**src/rtl/irqarb_pkg.sv**
```systemverilog
package irqarb_pkg;
  localparam int LVL_W   = 3;
  localparam int FIELD_W = 3;
  localparam int ARB_W   = FIELD_W + 1;
  typedef logic [ARB_W-1:0]   arb_num_t;
  typedef logic [LVL_W-1:0]   lvl_t;
  typedef logic [FIELD_W-1:0] field_t;
endpackage

```
**src/rtl/irqarb_field_reg.sv**
```systemverilog
module irqarb_field_reg
  import irqarb_pkg::*;
(
  input  logic   clk,
  input  logic   rst_n,
  input  logic   wr_en,
  input  field_t wr_data,
  output field_t field_q
);
  field_t field_d;

  always_comb begin
    field_d = field_q;
    if (wr_en) field_d = wr_data;
  end

  always_ff @(posedge clk or negedge rst_n) begin
    if (!rst_n) field_q <= '0;
    else        field_q <= field_d;
  end
endmodule

```
**src/rtl/irqarb_elig.sv**
```systemverilog
module irqarb_elig
  import irqarb_pkg::*;
#(
  parameter int N = 8
) (
  input  logic [N-1:0]       req_valid,
  input  logic [LVL_W*N-1:0] req_level,
  input  logic [N-1:0]       req_top,
  input  field_t             field,
  input  lvl_t               iack_level,
  output logic [N-1:0]       elig,
  output logic [ARB_W*N-1:0] num_flat
);
  for (genvar g = 0; g < N; g++) begin : g_req
    lvl_t     lvl;
    arb_num_t num;
    assign lvl = req_level[g*LVL_W +: LVL_W];
    assign num = {req_top[g], field};
    assign num_flat[g*ARB_W +: ARB_W] = num;
    assign elig[g] = req_valid[g] && (lvl != '0) && (lvl == iack_level) && (num != '0);
  end
endmodule

```
**src/rtl/irqarb_select.sv**
```systemverilog
module irqarb_select
  import irqarb_pkg::*;
#(
  parameter int N     = 8,
  parameter int IDX_W = (N > 1) ? $clog2(N) : 1
) (
  input  logic [N-1:0]       elig,
  input  logic [ARB_W*N-1:0] num_flat,
  output logic               any,
  output arb_num_t           best,
  output logic [IDX_W-1:0]   best_idx
);
  always_comb begin
    best     = '0;
    best_idx = '0;
    // Scan downward; >= lets a lower index take over an equal number.
    for (int i = N - 1; i >= 0; i--) begin
      if (elig[i] && (num_flat[i*ARB_W +: ARB_W] >= best)) begin
        best     = num_flat[i*ARB_W +: ARB_W];
        best_idx = IDX_W'(i);
      end
    end
    any = |elig;
  end
endmodule

```
**src/rtl/irqarb_top.sv**
```systemverilog
module irqarb_top
  import irqarb_pkg::*;
#(
  parameter int N     = 8,
  localparam int IDX_W = (N > 1) ? $clog2(N) : 1
) (
  input  logic             clk,
  input  logic             rst_n,
  input  logic [N-1:0]     req_valid,
  input  logic [3*N-1:0]   req_level,
  input  logic [N-1:0]     req_top,
  input  logic             wr_en,
  input  logic [2:0]       wr_data,
  output logic [2:0]       field_q,
  input  logic             iack_valid,
  input  logic [2:0]       iack_level,
  input  logic [3:0]       ext_best_arb,
  output logic             done,
  output logic             win,
  output logic [IDX_W-1:0] winner_idx,
  output logic             spurious,
  output logic [N-1:0]     clear_req
);
  logic [N-1:0]       elig;
  logic [ARB_W*N-1:0] num_flat;
  logic               any;
  arb_num_t           best;
  logic [IDX_W-1:0]   best_idx;

  logic             done_d, win_d, spur_d;
  logic [IDX_W-1:0] idx_d;
  logic [N-1:0]     clr_d;

  irqarb_field_reg u_field (
    .clk     (clk),
    .rst_n   (rst_n),
    .wr_en   (wr_en),
    .wr_data (wr_data),
    .field_q (field_q)
  );

  irqarb_elig #(.N(N)) u_elig (
    .req_valid  (req_valid),
    .req_level  (req_level),
    .req_top    (req_top),
    .field      (field_q),
    .iack_level (iack_level),
    .elig       (elig),
    .num_flat   (num_flat)
  );

  irqarb_select #(.N(N), .IDX_W(IDX_W)) u_sel (
    .elig     (elig),
    .num_flat (num_flat),
    .any      (any),
    .best     (best),
    .best_idx (best_idx)
  );

  always_comb begin
    done_d = iack_valid;
    win_d  = iack_valid && any && (best > ext_best_arb);
    spur_d = iack_valid && !any && (ext_best_arb == '0);
    idx_d  = win_d ? best_idx : '0;
    clr_d  = '0;
    if (win_d) clr_d[best_idx] = 1'b1;
  end

  always_ff @(posedge clk or negedge rst_n) begin
    if (!rst_n) begin
      done       <= 1'b0;
      win        <= 1'b0;
      spurious   <= 1'b0;
      winner_idx <= '0;
      clear_req  <= '0;
    end else begin
      done       <= done_d;
      win        <= win_d;
      spurious   <= spur_d;
      winner_idx <= idx_d;
      clear_req  <= clr_d;
    end
  end
endmodule

```
**config.mk**
```make
export PLATFORM = sky130hd
export DESIGN_NAME = irqarb_top
export DESIGN_NICKNAME = d
export VERILOG_FILES = /design/src/rtl/irqarb_pkg.sv /design/src/rtl/irqarb_field_reg.sv /design/src/rtl/irqarb_elig.sv /design/src/rtl/irqarb_select.sv /design/src/rtl/irqarb_top.sv
export SDC_FILE = /design/constraint.sdc
export NUM_CORES = 1
export LEC_CHECK = 0
export BUFFER_PORTS_ARGS = -buffer_cell sky130_fd_sc_hd__buf_2
export CORE_MARGIN = 2
export CORE_UTILIZATION = 59
export DETAILED_ROUTE_END_ITERATION = 16
export PLACE_DENSITY = 0.95
export SYNTH_ARGS = -nofsm -noshare
export SYNTH_HDL_FRONTEND = slang
export SYNTH_HIERARCHICAL = 1
export SYNTH_SLANG_ARGS = --single-unit
```
**constraint.sdc**
```tcl
create_clock -name clk -period 26.4 [get_ports clk]
set_input_delay 3.96 -clock clk [delete_from_list [all_inputs] [get_ports clk]]
set_output_delay 3.96 -clock clk [all_outputs]
set_load 0.03 [all_outputs]
```
==> results by group <==
Power
  • Sequential power share: between 20% and 30%
  • Clock group share of total power: 16.9%
  • Combinational share of power: 57.6%
  • P_sw: slightly below 0.05 mW
  • Worst ir drop on vdd: approximately 16 µV
  • Switching portion of total power: 42.9%
  • Pleak: ~1.5 nW
  • Overall power: around 0.11 mW
  • Internal power contribution: ~0.065 mW
  • PwrDens: between 30 and 40 nW/µm²

Timing
  • Slew headroom: a little under a fifth
  • Slew of the pin with the lowest slew margin: between 1 and 1.5 ns
  • Highest clock rate: ~56 MHz
  • Fin. Hold Viols: 0
  • Tmin final: between 15 and 20 ns
  • Setup-failing EPs final: 0
  • Final Skew: 0.00365 ns
  • Fin. max-slew vios: 0
  • RSZ-0062 raised after global routing: no
  • TNS Setup: 0 ns
  • Post-route clock period utilization: 67.3%

Hold path
  • Hold Path Class: flop to flop

Yosys
  • Seq/Total Area, Yosys: 14.9%
  • Post-synth EDFFs: 0
  • Netlist cell types: 70
  • Simple-gate share of the synthesized area: between 15 and 20%
  • Mux cell area share after synthesis: between 1.5 and 2%
  • Ys async rst share: between 90% and 100%
  • Syn avg cell area: 8.55 µm²
  • Compound-cell area share of the yosys netlist: 33.3%
  • Post-Syn Area: 2850 µm²
  • Synth Area in Adders: about an eighth
  • Largest family of logic cells by synthesized area: compound AO/OA/AOI/OAI gates
  • Syn Inst Count: 333
  • Synth Area in XOR/XNOR: under 10%
  • Synth Net Count: a little over 400
  • Synth warnings: 6
  • Ys flop type: dfrtp_1
  • #FFs+latches synth: 17

Place
  • Gpl congestion: 0.981
  • Cell Area, Placed: 2960 µm²
  • HPWL after DPL: a little under 5 mm
  • Port Buffers: 70

Layout
  • Finished Cell Area: approximately 3000 µm²
  • Ratio of cells with drive above 1 in the final layout: 33.2%
  • Nets@finish: 450
  • Antenna Cells: 0
  • P&R area growth vs syn: 5.58%

Clock network
  • Gates resized, CTS repair: 0
  • CTS HTree Levels: 1
  • CTS Buf Count: 3
  • Clk_lat worst skew: roughly 0.25 ns
  • Sinks on Clock Net: 17
  • Hold_buf cts: 0
  • Clock Path Buffers: 2
  • Clk root buf: clkbuf_8
  • TritonCTS clock tree: done
  • Reg clk slew, reported paths: 0.06 ns
  • Post-CTS Setup Inserts: 0

Setup path
  • CP max stage cell: nor4_1
  • Worst path arrival time: ~18 ns
  • Worst EP required: approximately 27 ns
  • Setup CP Type: input port to flop
  • Critical Path Source Type: input port
  • Critical path fanouts, max: 16
  • Crit path top cell by count: ha_1
  • Largest stage delay, worst path: 1.03 ns
  • CP Capture Type: flop

Route
  • Vias per Instance: 6.11
  • Wire length per cell: approximately 15 µm
  • Antenna-violating nets left: 0
  • DRC violations left: 0
  • DRT Pass-1 Iters: 5
  • Final Routed Wirelength: 6.15 mm
  • Vias post-DR: 2571
  • Initial DRC count: 129

Status
  • Status: completed

Floorplanning
  • Initial core utilization: around 61%
  • Number of top-level design ports: a little over 70
  • Die ar.: between 5000 and 6000 µm²
  • DIE HEIGHT: ~73 µm
  • Std-Cell Rows: 25
  • Core ar.: about 4700 µm²
  • Die width: between 70 and 80 µm

Global route
  • Total GRT Usage: 23.1%
  • Gr ovfl total: 0
  • First-pass GRT wire length: roughly 10 mm
  • Vias in the first global route: approximately 2400
  • Pin count of the biggest net entering global routing: 24
  • Initial antenna violation count: 0

Flow run
  • Max cap viols: 0
-- cells in the final DEF (no fill, tap or decap), drive strengths merged, types with 2 or more instances in the layout --
cell type / count
o22ai: 11
nand2: 24
a31oi: 6
nor4: 10
and2: 6
or3: 2
a211oi: 13
ha: 28
nand3: 8
xor2: 16
o21ba: 8
mux2: 3
dfrtp: 17
a21o: 6
o21ai: 17
o21bai: 3
clkbuf: 3
nor2: 13
a21boi: 4
a21bo: 2
nand2b: 7
a21oi: 20
inv: 28
a2111oi: 3
a211o: 3
nor2b: 3
nor3b: 5
buf: 72
o211ai: 9
-- metal layers --
metal / share of wire, % / vias up / global-route usage [%]
met2: 50 / 119 / 41.0
li1: - / 1255 / -
met5: 0 / - / 0
met1: 43 / 1187 / 29.7
met3: 6.5 / 10 / 2.47
met4: 1.2 / 0 / 6.06
-- synthesized netlist by cell type, drive strengths merged (2+ instances only) --
master | n | area [µm²]
buf | 41 | 315
a211o | 3 | 26.3
a2111oi | 3 | 52.6
nor2 | 13 | 48.8
nand3 | 8 | 57.6
xor2 | 16 | 140
a21bo | 2 | 20.0
o21bai | 3 | 26.3
dfrtp | 17 | 425
inv | 28 | 105
mux2 | 3 | 33.8
nand2b | 7 | 51.3
o211ai | 9 | 101
or3 | 2 | 12.5
o22ai | 11 | 81.3
a211oi | 13 | 130
a21boi | 4 | 30.0
o21ba | 8 | 92.6
nor3b | 5 | 42.5
and2 | 6 | 46.3
nor2b | 3 | 26.3
ha | 28 | 350
a21o | 6 | 45.0
nor4 | 10 | 75.1
a21oi | 20 | 108
nand2 | 24 | 92.6
a31oi | 6 | 50.0
o21ai | 17 | 85.1
-- worst max-delay path: cells and delay by family --
family	cells	cell delay, ns
AO/OA/AOI/OAI	27	6.37
adder cells (fa/ha/maj)	9	2.49
buffers and inverters	5	0.42
multiplexers	1	0.29
AND/OR/NAND/NOR	20	4.33
-- kinds of logic after synthesis --
| kind of cell | Yosys count |
|---|---|
| buffers and inverters | 70 |
| DFF | 17 |
| AOI/OAI and AO/OA | 113 |
| muxes | 4 |
| and+or+nand+nor | 84 |
| adders and majority gates | 29 |
| xor gates and xnor gates | 16 |
-- registers in the layout, summed over array words and instances, names as in the netlist --
name,count
u_field/field_q,3
clear_req,8
spurious,1
done,1
win,1
winner_idx,3
-- stage by stage --
| stage | util, % | hold WS (ns) | instances | worst slack (ns) |
|---|---|---|---|---|
| CTS | 64.1 | 0.847 | 421 | 8.83 |
| global placement | 63.1 | 0.781 | 417 | 9.11 |
| finish | 64.1 | 0.846 | 421 | 8.63 |
| floorplan | - | 0.879 | 333 | 11.03 |
| global route | 64.1 | 0.896 | 421 | 7.33 |
| detailed placement | 63.1 | 0.838 | 417 | 8.58 |
-- power by group through the flow --
stage / logic (mW) / registers (mW) / clock network [mW]
finish: 0.0651 / 0.0289 / 0.0191
global route: 0.0725 / 0.0292 / 0.0203
CTS: 0.0647 / 0.0289 / 0.0191
detailed placement: 0.0643 / 0.0294 / 0
global placement: 0.0613 / 0.0294 / 0
floorplan: 0.0542 / 0.0310 / 0
-- cell type report --
cell class / instances / area, µm²
Clock buffer: 3 / 41.3
Tap cell: 54 / 67.6
Sequential cell: 17 / 425
Multi-Input combinational cell: 246 / 2000
Fill cell: 356 / 1690
Inverter: 28 / 105
Timing Repair Buffer: 72 / 365
Clock inverter: 1 / 5.00
-- final timing paths --
check                           slack [ns]                              to  depth (start not counted)                            from
worst max-delay path                  8.63          clear_req[4]$_DFF_PN0_                         62                   iack_level[2]
worst min register to register        0.85  u_field/field_q[2]$_DFFE_PN0P_                          2  u_field/field_q[2]$_DFFE_PN0P_
max in group asynchronous            22.53          clear_req[4]$_DFF_PN0_                          1                           rst_n
min in group asynchronous             3.61          clear_req[2]$_DFF_PN0_                          1                           rst_n
worst max register to register       11.48          clear_req[4]$_DFF_PN0_                         61  u_field/field_q[1]$_DFFE_PN0P_
worst min-delay path                  0.85  u_field/field_q[2]$_DFFE_PN0P_                          2  u_field/field_q[2]$_DFFE_PN0P_
No activity file was read; power rests on OpenSTA's default activity.
